===== src/rtl/isr_pkg.sv =====
package isr_pkg;
  localparam int REG_W    = 64;
  localparam int SRV_LO   = 40;
  localparam int SRV_W    = 16;
  localparam int PRI_LO   = 32;
  localparam int PRI_W    = 8;
  localparam int SRC_LO   = 29;
  localparam int SRC_W    = 3;
  localparam int PEND_BIT = 24;
  localparam int CTL_OWN_BIT  = 46;
  localparam int CTL_LINK_BIT = 47;
  localparam int STAT_TOP_BIT = 37;
  localparam int ESRV_W   = SRV_W - 2;

  localparam logic [REG_W-1:0] FIELD_MASK =
    ({{(REG_W-SRV_W){1'b0}}, {SRV_W{1'b1}}} << SRV_LO) |
    ({{(REG_W-PRI_W){1'b0}}, {PRI_W{1'b1}}} << PRI_LO) |
    ({{(REG_W-SRC_W){1'b0}}, {SRC_W{1'b1}}} << SRC_LO);

  function automatic logic [SRV_W-1:0] get_srv(input logic [REG_W-1:0] v);
    return v[SRV_LO +: SRV_W];
  endfunction

  function automatic logic [PRI_W-1:0] get_pri(input logic [REG_W-1:0] v);
    return v[PRI_LO +: PRI_W];
  endfunction

  function automatic logic [SRC_W-1:0] get_src(input logic [REG_W-1:0] v);
    return v[SRC_LO +: SRC_W];
  endfunction

  function automatic logic is_masked(input logic [PRI_W-1:0] p);
    return &p;
  endfunction

  function automatic logic [ESRV_W-1:0] eff_server(input logic [SRV_W-1:0] s);
    return s[SRV_W-1:2];
  endfunction

  function automatic int stat_pos(input int k);
    return STAT_TOP_BIT - k;
  endfunction

  function automatic logic [REG_W-1:0] reset_vec(input int idx);
    logic [REG_W-1:0] v;
    v = '0;
    v[PRI_LO +: PRI_W] = '1;
    v[SRC_LO +: SRC_W] = SRC_W'(idx);
    return v;
  endfunction
endpackage


===== src/rtl/isr_sync.sv =====
module isr_sync #(
  parameter int NIN = 6
) (
  input  logic           clk,
  input  logic           rst_n,
  input  logic [NIN-1:0] irq_i,
  output logic [NIN-1:0] lvl_q,
  output logic [NIN-1:0] evt
);
  logic [NIN-1:0] lvl_d;

  always_ff @(posedge clk) begin
    if (!rst_n) begin
      lvl_q <= '0;
      lvl_d <= '0;
    end else begin
      lvl_q <= irq_i;
      lvl_d <= lvl_q;
    end
  end

  assign evt = lvl_q ^ lvl_d;
endmodule


===== src/rtl/isr_vec.sv =====
module isr_vec
  import isr_pkg::*;
#(
  parameter int IDX  = 0,
  parameter int NSRC = 6
) (
  input  logic             clk,
  input  logic             rst_n,
  input  logic             wr,
  input  logic [REG_W-1:0] wdata,
  input  logic             evt,
  input  logic             a_new,
  output logic [REG_W-1:0] vec,
  output logic [SRC_W-1:0] src,
  output logic             masked,
  output logic             pend,
  output logic [ESRV_W-1:0] esrv
);
  logic [REG_W-1:0] fields_q, fields_n;
  logic             pend_n, wr_ok, masked_n;

  always_comb begin
    wr_ok    = wr && (int'(get_src(wdata)) < NSRC);
    fields_n = wr_ok ? (wdata & FIELD_MASK) : fields_q;
    masked_n = is_masked(get_pri(fields_n));
    if (evt)           pend_n = a_new && !masked_n;
    else if (masked_n) pend_n = 1'b0;
    else               pend_n = pend;
  end

  always_ff @(posedge clk) begin
    if (!rst_n) begin
      fields_q <= reset_vec(IDX);
      pend     <= 1'b0;
    end else begin
      fields_q <= fields_n;
      pend     <= pend_n;
    end
  end

  always_comb begin
    vec = fields_q;
    vec[PEND_BIT] = pend;
  end

  assign src    = get_src(fields_q);
  assign masked = is_masked(get_pri(fields_q));
  assign esrv   = eff_server(get_srv(fields_q));
endmodule


===== src/rtl/isr_line_map.sv =====
module isr_line_map
  import isr_pkg::*;
#(
  parameter int NSRC = 6
) (
  input  logic [NSRC-1:0]       asrt,
  input  logic [NSRC*SRC_W-1:0] src_flat,
  output logic [NSRC-1:0]       line
);
  for (genvar s = 0; s < NSRC; s++) begin : g_line
    logic [NSRC-1:0] hit;
    for (genvar k = 0; k < NSRC; k++) begin : g_in
      assign hit[k] = asrt[k] && (int'(src_flat[k*SRC_W +: SRC_W]) == s);
    end
    assign line[s] = |hit;
  end
endmodule


===== src/rtl/isr_router.sv =====
module isr_router
  import isr_pkg::*;
#(
  parameter int NSRC = 6,
  parameter int AW   = 3
) (
  input  logic                     clk,
  input  logic                     rst_n,
  input  logic [NSRC-1:0]          irq_i,
  input  logic                     wr_en_i,
  input  logic [AW-1:0]            wr_addr_i,
  input  logic [REG_W-1:0]         wr_data_i,
  input  logic [AW-1:0]            rd_addr_i,
  output logic [REG_W-1:0]         rd_data_o,
  output logic [NSRC-1:0]          line_o,
  output logic [NSRC*ESRV_W-1:0]   eff_srv_o
);
  localparam int A_CTL  = NSRC;
  localparam int A_STAT = NSRC + 1;

  logic [NSRC-1:0]       lvl_q, evt, a_new, asrt, masked, pend;
  logic [NSRC*SRC_W-1:0] src_flat;
  logic [REG_W-1:0]      vec [NSRC];
  logic [REG_W-1:0]      ctl_q, ctl_n, stat_q, stat_n;
  logic                  ctl_wr;

  isr_sync #(.NIN(NSRC)) u_sync (
    .clk(clk), .rst_n(rst_n), .irq_i(irq_i), .lvl_q(lvl_q), .evt(evt)
  );

  // line state now and line state after an event on that input
  always_comb begin
    for (int k = 0; k < NSRC; k++) begin
      if (k == 0) begin
        asrt[k]  = ctl_q[CTL_OWN_BIT] | ctl_q[CTL_LINK_BIT];
        a_new[k] = lvl_q[k] | ctl_q[CTL_LINK_BIT];
      end else begin
        asrt[k]  = stat_q[stat_pos(k)];
        a_new[k] = lvl_q[k];
      end
    end
  end

  for (genvar i = 0; i < NSRC; i++) begin : g_vec
    isr_vec #(.IDX(i), .NSRC(NSRC)) u_vec (
      .clk(clk), .rst_n(rst_n),
      .wr(wr_en_i && (int'(wr_addr_i) == i)),
      .wdata(wr_data_i),
      .evt(evt[i]), .a_new(a_new[i]),
      .vec(vec[i]),
      .src(src_flat[i*SRC_W +: SRC_W]),
      .masked(masked[i]), .pend(pend[i]),
      .esrv(eff_srv_o[i*ESRV_W +: ESRV_W])
    );
  end

  isr_line_map #(.NSRC(NSRC)) u_map (
    .asrt(asrt), .src_flat(src_flat), .line(line_o)
  );

  assign ctl_wr = wr_en_i && (int'(wr_addr_i) == A_CTL);

  always_comb begin
    ctl_n  = ctl_wr ? wr_data_i : ctl_q;
    stat_n = stat_q;
    if (evt[0]) ctl_n[CTL_OWN_BIT] = lvl_q[0];
    for (int k = 1; k < NSRC; k++)
      if (evt[k]) stat_n[stat_pos(k)] = lvl_q[k];
  end

  always_ff @(posedge clk) begin
    if (!rst_n) begin
      ctl_q  <= '0;
      stat_q <= '0;
    end else begin
      ctl_q  <= ctl_n;
      stat_q <= stat_n;
    end
  end

  always_comb begin
    rd_data_o = '0;
    if (int'(rd_addr_i) < NSRC)        rd_data_o = vec[rd_addr_i];
    else if (int'(rd_addr_i) == A_CTL) rd_data_o = ctl_q;
    else if (int'(rd_addr_i) == A_STAT) rd_data_o = stat_q;
  end
endmodule


===== config.mk =====
export PLATFORM = sky130hd
export DESIGN_NAME = isr_router
export DESIGN_NICKNAME = d
export VERILOG_FILES = /design/src/rtl/isr_pkg.sv /design/src/rtl/isr_sync.sv /design/src/rtl/isr_vec.sv /design/src/rtl/isr_line_map.sv /design/src/rtl/isr_router.sv
export SDC_FILE = /design/constraint.sdc
export NUM_CORES = 1
export LEC_CHECK = 0
export ABC_AREA = 1
export CAP_MARGIN = 20
export CORE_MARGIN = 1.5
export CORE_UTILIZATION = 42
export CTS_BUF_LIST = sky130_fd_sc_hd__clkbuf_4 sky130_fd_sc_hd__clkbuf_8
export DETAILED_ROUTE_END_ITERATION = 7
export GPL_ROUTABILITY_DRIVEN = 0
export PLACE_DENSITY = 0.68
export SYNTH_ARGS = -nofsm -noshare
export SYNTH_HDL_FRONTEND = slang
export SYNTH_SLANG_ARGS = --single-unit

===== constraint.sdc =====
create_clock -name clk -period 3.19 [get_ports clk]
set_input_delay 0.638 -clock clk [delete_from_list [all_inputs] [get_ports clk]]
set_output_delay 0.638 -clock clk [all_outputs]
set_load 0.05 [all_outputs]

; Word-level counts from Yosys, hierarchy flattened
; Cells that the tools add are included.
[totals]
register_bits = 249
ram_bits = 0
romBits = 0
word_cells = 185
output_inout_bits = 154
latchBits = 0
n_memories = 0
[classes]
eq_ne = 38
n_shift = 0
add_sub_neg = 0
div_mod_pow = 0
n_mul = 0
n_mux = 26
magnitude_cmp = 3
n_reduce_logical = 87
bitwise = 4
[ops]
columns = operator, count
row1 = $mux W64, 4
row2 = $mux W40, 6
row3 = $bmux W64 S3, 1
row4 = $eq A3 B3 Y1 const B, 28
row5 = $logic_and A1 B1 Y1, 55
row6 = $reduce_and A8 Y1, 6
row7 = $mux W47, 1
row8 = $mux W37, 1
row9 = $reduce_or A6 Y1, 6
row10 = $eq A3 B2 Y1 const B, 9
row11 = $logic_not A3 Y1, 7
row12 = $reduce_bool A2 Y1, 7
row13 = $mux W1, 13
row14 = $logic_not A1 Y1, 6
row15 = $lt A3 B3 Y1 const B, 2
row16 = $xor A6 B6 Y6, 1
row17 = $ge A4 B4 Y1 const B, 1
row18 = $not A3 Y4, 1
row19 = $eq A3 B1 Y1 const B, 1
row20 = $or A1 B1 Y1, 2

; Longest topological paths before layout
[logic_depth]
word_depth = 8
ltp_mapped = 10
depth_no_buf = 9

; Cells and area by module
; A second synthesis with hierarchy kept.
[unflattened]
cells_unflattened = 2939
area_unflattened_um2 = 17665.7
[by_module_without_submodules]
columns = mod, area_each_um2, seq_area_each_um2, n_inst, cells_per_inst
row1 = isr_router, 7612.3, 1381.3, 1, 1575
row2 = isr_vec (g_vec[2].u_vec ...), 1507.7, 560.5, 2, 195
row3 = isr_vec (g_vec[3].u_vec ...), 1506.4, 560.5, 2, 195
row4 = isr_vec (g_vec[0].u_vec), 1572.8, 560.5, 1, 199
row5 = isr_vec (g_vec[1].u_vec), 1515.2, 560.5, 1, 195
row6 = isr_line_map, 483.0, 0.0, 1, 123
row7 = isr_sync, 454.2, 240.2, 1, 67

; Least setup slack after synthesis
; No wires, ideal clock.
[synth_timing]
kind = input -> output
start = input rd_addr_i[0]
end = output rd_data_o[35]
required_ps = 2552
path_slack_ps = 328
n_path_buf = 3
stages = 6
arrival_ps = 2224
path_cell_list = buf_2 -> inv_1 -> buf_2 -> buf_1 -> o21ai_0 -> o211ai_1
[synth_between]
elab_chain_len = 5
word_cells_on_any_way = 10
classes_between = order compare: 1 / eq/ne: 2 / mux: 6 / bitwise: 1
[synth_rtl]
columns = element, line_no
row1 = from (decl), isr_router.sv:13  ; input logic [AW-1:0] rd_addr_i,
row2 = $not A3 Y4 (not written as such), isr_router.sv:83  ; if (int'(rd_addr_i) < NSRC) rd_data_o = vec[rd_addr_i];
row3 = $bmux W64 S3, isr_router.sv:83
row4 = $mux W64 (not written as such) (2 in series), isr_router.sv:83
row5 = $mux W64 (*), isr_router.sv:83
row6 = to (decl), isr_router.sv:14  ; output logic [REG_W-1:0] rd_data_o,
; Every way passes the cells marked *; elsewhere a longest branch is shown, timed or not. The select of a mux whose other input is x is not followed.

; Worst setup path in the final report
[layout_timing]
start = register stat_q[35]
end = output line_o[1]
[layout_between]
elab_chain_len = 2
[layout_rtl]
columns = element, line_no
row1 = from (decl), isr_router.sv:24  ; logic [REG_W-1:0] ctl_q, ctl_n, stat_q, stat_n;
row2 = from (signal assigned), isr_router.sv:77  ; stat_q <= stat_n;
row3 = $logic_and A1 B1 Y1, isr_line_map.sv:13  ; assign hit[k] = asrt[k] && (int'(src_flat[k*SRC_W +: SRC_W]) == s);
row4 = $reduce_or A6 Y1, isr_line_map.sv:15  ; assign line[s] = |hit;
row5 = to (decl), isr_router.sv:15  ; output logic [NSRC-1:0] line_o,
; No other way between the ends.

==> flow_metrics.tcl <==
set metrics [dict create \
    grt_pass1_wl_mm 56.3 \
    portBuffers 232 \
    start_util_pct 42.7 \
    final_hold_viol_count 0 \
    pin_count 233 \
    hold_path_class "input pin to flip-flop" \
    crit_chain "inv_1 -> nor2_1 -> a22oi_1 -> nand3_1 -> clkdlybuf4s50_1" \
    tns_ns 0 \
    h-tree-depth 2 \
    via_per_inst 5.19 \
    avgSynthCellArea_um2 7.07 \
    vias 11428 \
    worst_setup_path_end_kind "output port" \
    die_x_um 171 \
    skew_ns 0.0242 \
    cts_tree "yes" \
    finalCritPeriodShare_pct 97.0 \
    total_leakage_power_nw 6.26 \
    path_class "flip-flop to output port" \
    core_area_mm2 0.0277 \
    rsz0062_at_grt "no" \
    ff2ff_setup_slack_ns 2.08 \
    crit_start "stat_q[35]" \
    num-nets-final 1872 \
    layout_common_cells "nand2_1, dfxtp_1, o21ai_0" \
    grt_max_degree 105 \
    critPathRequiredTime_ns 2.55 \
    rows 61 \
    cpMaxStageDelayCell "clkdlybuf4s50_1" \
    r2r-end "g_vec[5].u_vec.pend" \
    tightest_slew_ns 0.885 \
    arrival_ns 2.46 \
    first_pass_iters 5 \
    critical_path.max_stage_delay_ns 0.82 \
    drc_errors 0 \
    final_layout_size_suffix_gt1_share_pct 11.6 \
    syn2layout_area_growth_pct 30.0 \
    whs_path_depth 2 \
    overflow 0 \
    multi_input_area_mm2 0.00514 \
    reg2reg_from "g_vec[5].u_vec.fields_q[37]" \
    post-cts-setup-buffers 0 \
    fin_crit_ns 3.09 \
    cts_buffer_depth 3 \
    ant_nets 0 \
    antenna_cells 0 \
    wl_mm 36.7 \
    first_global_vias 10304 \
    path_clk_slew_ns 0.06 \
    worstHoldEndpoint "g_vec[3].u_vec.fields_q[36]" \
    drv_cap 0 \
    synth_cells 1673 \
    antenna_found_initial 0 \
    critPathMaxFanout 5 \
    numClockSinks 249 \
    min_from "rst_n" \
    synth_seq_cells 249 \
    layout.cells.most_common "nand2_1" \
    max_freq_ghz 0.323 \
    dp_hpwl_mm 25.3 \
    status "finished, final reports clean" \
    power_density_mw_per_mm2 498 \
    routedWlPerCell_um 16.7 \
    finalSetupViolations 0 \
    ctsHoldBuffers 0 \
    yosysWarnings 0 \
    grt_usage_pct 24.7 \
    root_buffer "clkbuf_8" \
    fill_cells 2583 \
    syn-num-nets 1752 \
    yosysSeqAreaShare_pct 42.2 \
    dieArea_mm2 0.0292 \
    ir_drop_mv 0.266 \
    r2r_cells 5 \
    die-height_um 171 \
    cts_resized 0 \
    synth.distinct_cells 34 \
    worstSetupStartpointType "flip-flop" \
    relSlewSlack_pct 40.5 \
    power.total_mw 7.65 \
    clk_latency_ns 0.54 \
    seq_area_mm2 0.00498 \
    synth_area_mm2 0.0118 \
    drt-initial-drc-count 1215 \
    maxSlewViolCount 0 \
    numCtsBuffers 44 \
    fin_util_pct 55.5 \
]
## per-stage QoR
| step | hold WS [ns] | worst slack [ns] | area [µm²] | std cells |
|---|---|---|---|---|
| final | 0.425 | 0.0953 | 15400 | 2200 |
| after global routing | 0.416 | 0.00983 | 15400 | 2200 |
| after CTS | 0.403 | 0.0300 | 15400 | 2200 |
| after detailed placement | 0.435 | 0.0965 | 14400 | 2125 |
| after global placement | 0.424 | 0.0844 | 14400 | 2125 |
| after floorplan | 0.407 | 0.328 | 11800 | 1673 |
## critical path: cells and delay by family, from the launching register on
family	cells	cell delay, ns
AOI/OAI and AO/OA	1	0.15
DFF	1	0.52
buffers and inverters	2	0.90
and+or+nand+nor	2	0.35
## where the power goes
part | internal [mW] | switching [mW] | total, mW | leakage [nW]
Combinational | 0.457 | 0.780 | 1.24 | 3.74
Clock | 1.85 | 1.28 | 3.13 | 0.500
Sequential | 3.22 | 0.0661 | 3.28 | 2.03
## final cells by class
cell class | count | share of cell area (%)
Multi-Input combinational cell | 1083 | 33.4
Tap cell | 378 | 3.08
Timing Repair Buffer | 266 | 21.3
Clock inverter | 1 | 0.195
Clock buffer | 74 | 5.90
Sequential cell | 249 | 32.4
Inverter | 149 | 3.64
## synth_stat cells, drive strengths merged
| cell type | count | share of area (%) |
|---|---|---|
| nand4 | 12 | 0.64 |
| o22ai | 8 | 0.42 |
| a31oi | 7 | 0.37 |
| a21oi | 173 | 7.4 |
| nand2 | 264 | 8.5 |
| o2111ai | 2 | 0.15 |
| a21o | 2 | 0.13 |
| or2 | 21 | 1.1 |
| nor3 | 6 | 0.35 |
| nor2 | 209 | 7.0 |
| a22oi | 6 | 0.38 |
| dfxtp | 249 | 42 |
| buf | 131 | 7.7 |
| nand3 | 93 | 4.3 |
| inv | 149 | 4.7 |
| o21ai | 246 | 11 |
| a32oi | 3 | 0.22 |
| o211ai | 31 | 2.0 |
| clkbuf | 61 | 1.9 |
## metal layers
metal	vias to the layer above	part of all wire [%]	track usage, %
li1	5641	-	-
met1	5237	43	31.9
met2	478	47	41.0
met3	72	7.2	4.63
met4	0	3.0	9.08
met5	-	0	0
## state kept, by name, summed over array words and instances, names as in the netlist
register,cells
ctl_q,64
g_vec.u_vec.fields_q,162
stat_q,5
u_sync.lvl_d,6
g_vec.u_vec.pend,6
u_sync.lvl_q,6
## logic make-up (layout without fill, tap and decap cells)
logic type	Yosys count	in the layout	share of synthesized area [%]
buffers and inverters	341	490	14.4
AND/OR/NAND/NOR	605	605	21.9
flip-flops	249	249	42.2
AO/OA/AOI/OAI	478	478	21.5
## how the worst max path moves through the flow
stage                     slack (ns)  cells past startpoint            end
after CTS                       0.03                      7      line_o[0]
after detailed placement         0.1                      8  rd_data_o[33]
after global routing            0.01                      5      line_o[1]
after floorplan                 0.33                      6  rd_data_o[35]
after global placement          0.08                      8  rd_data_o[34]
final                            0.1                      5      line_o[1]
(Power assumes the default switching activity.)
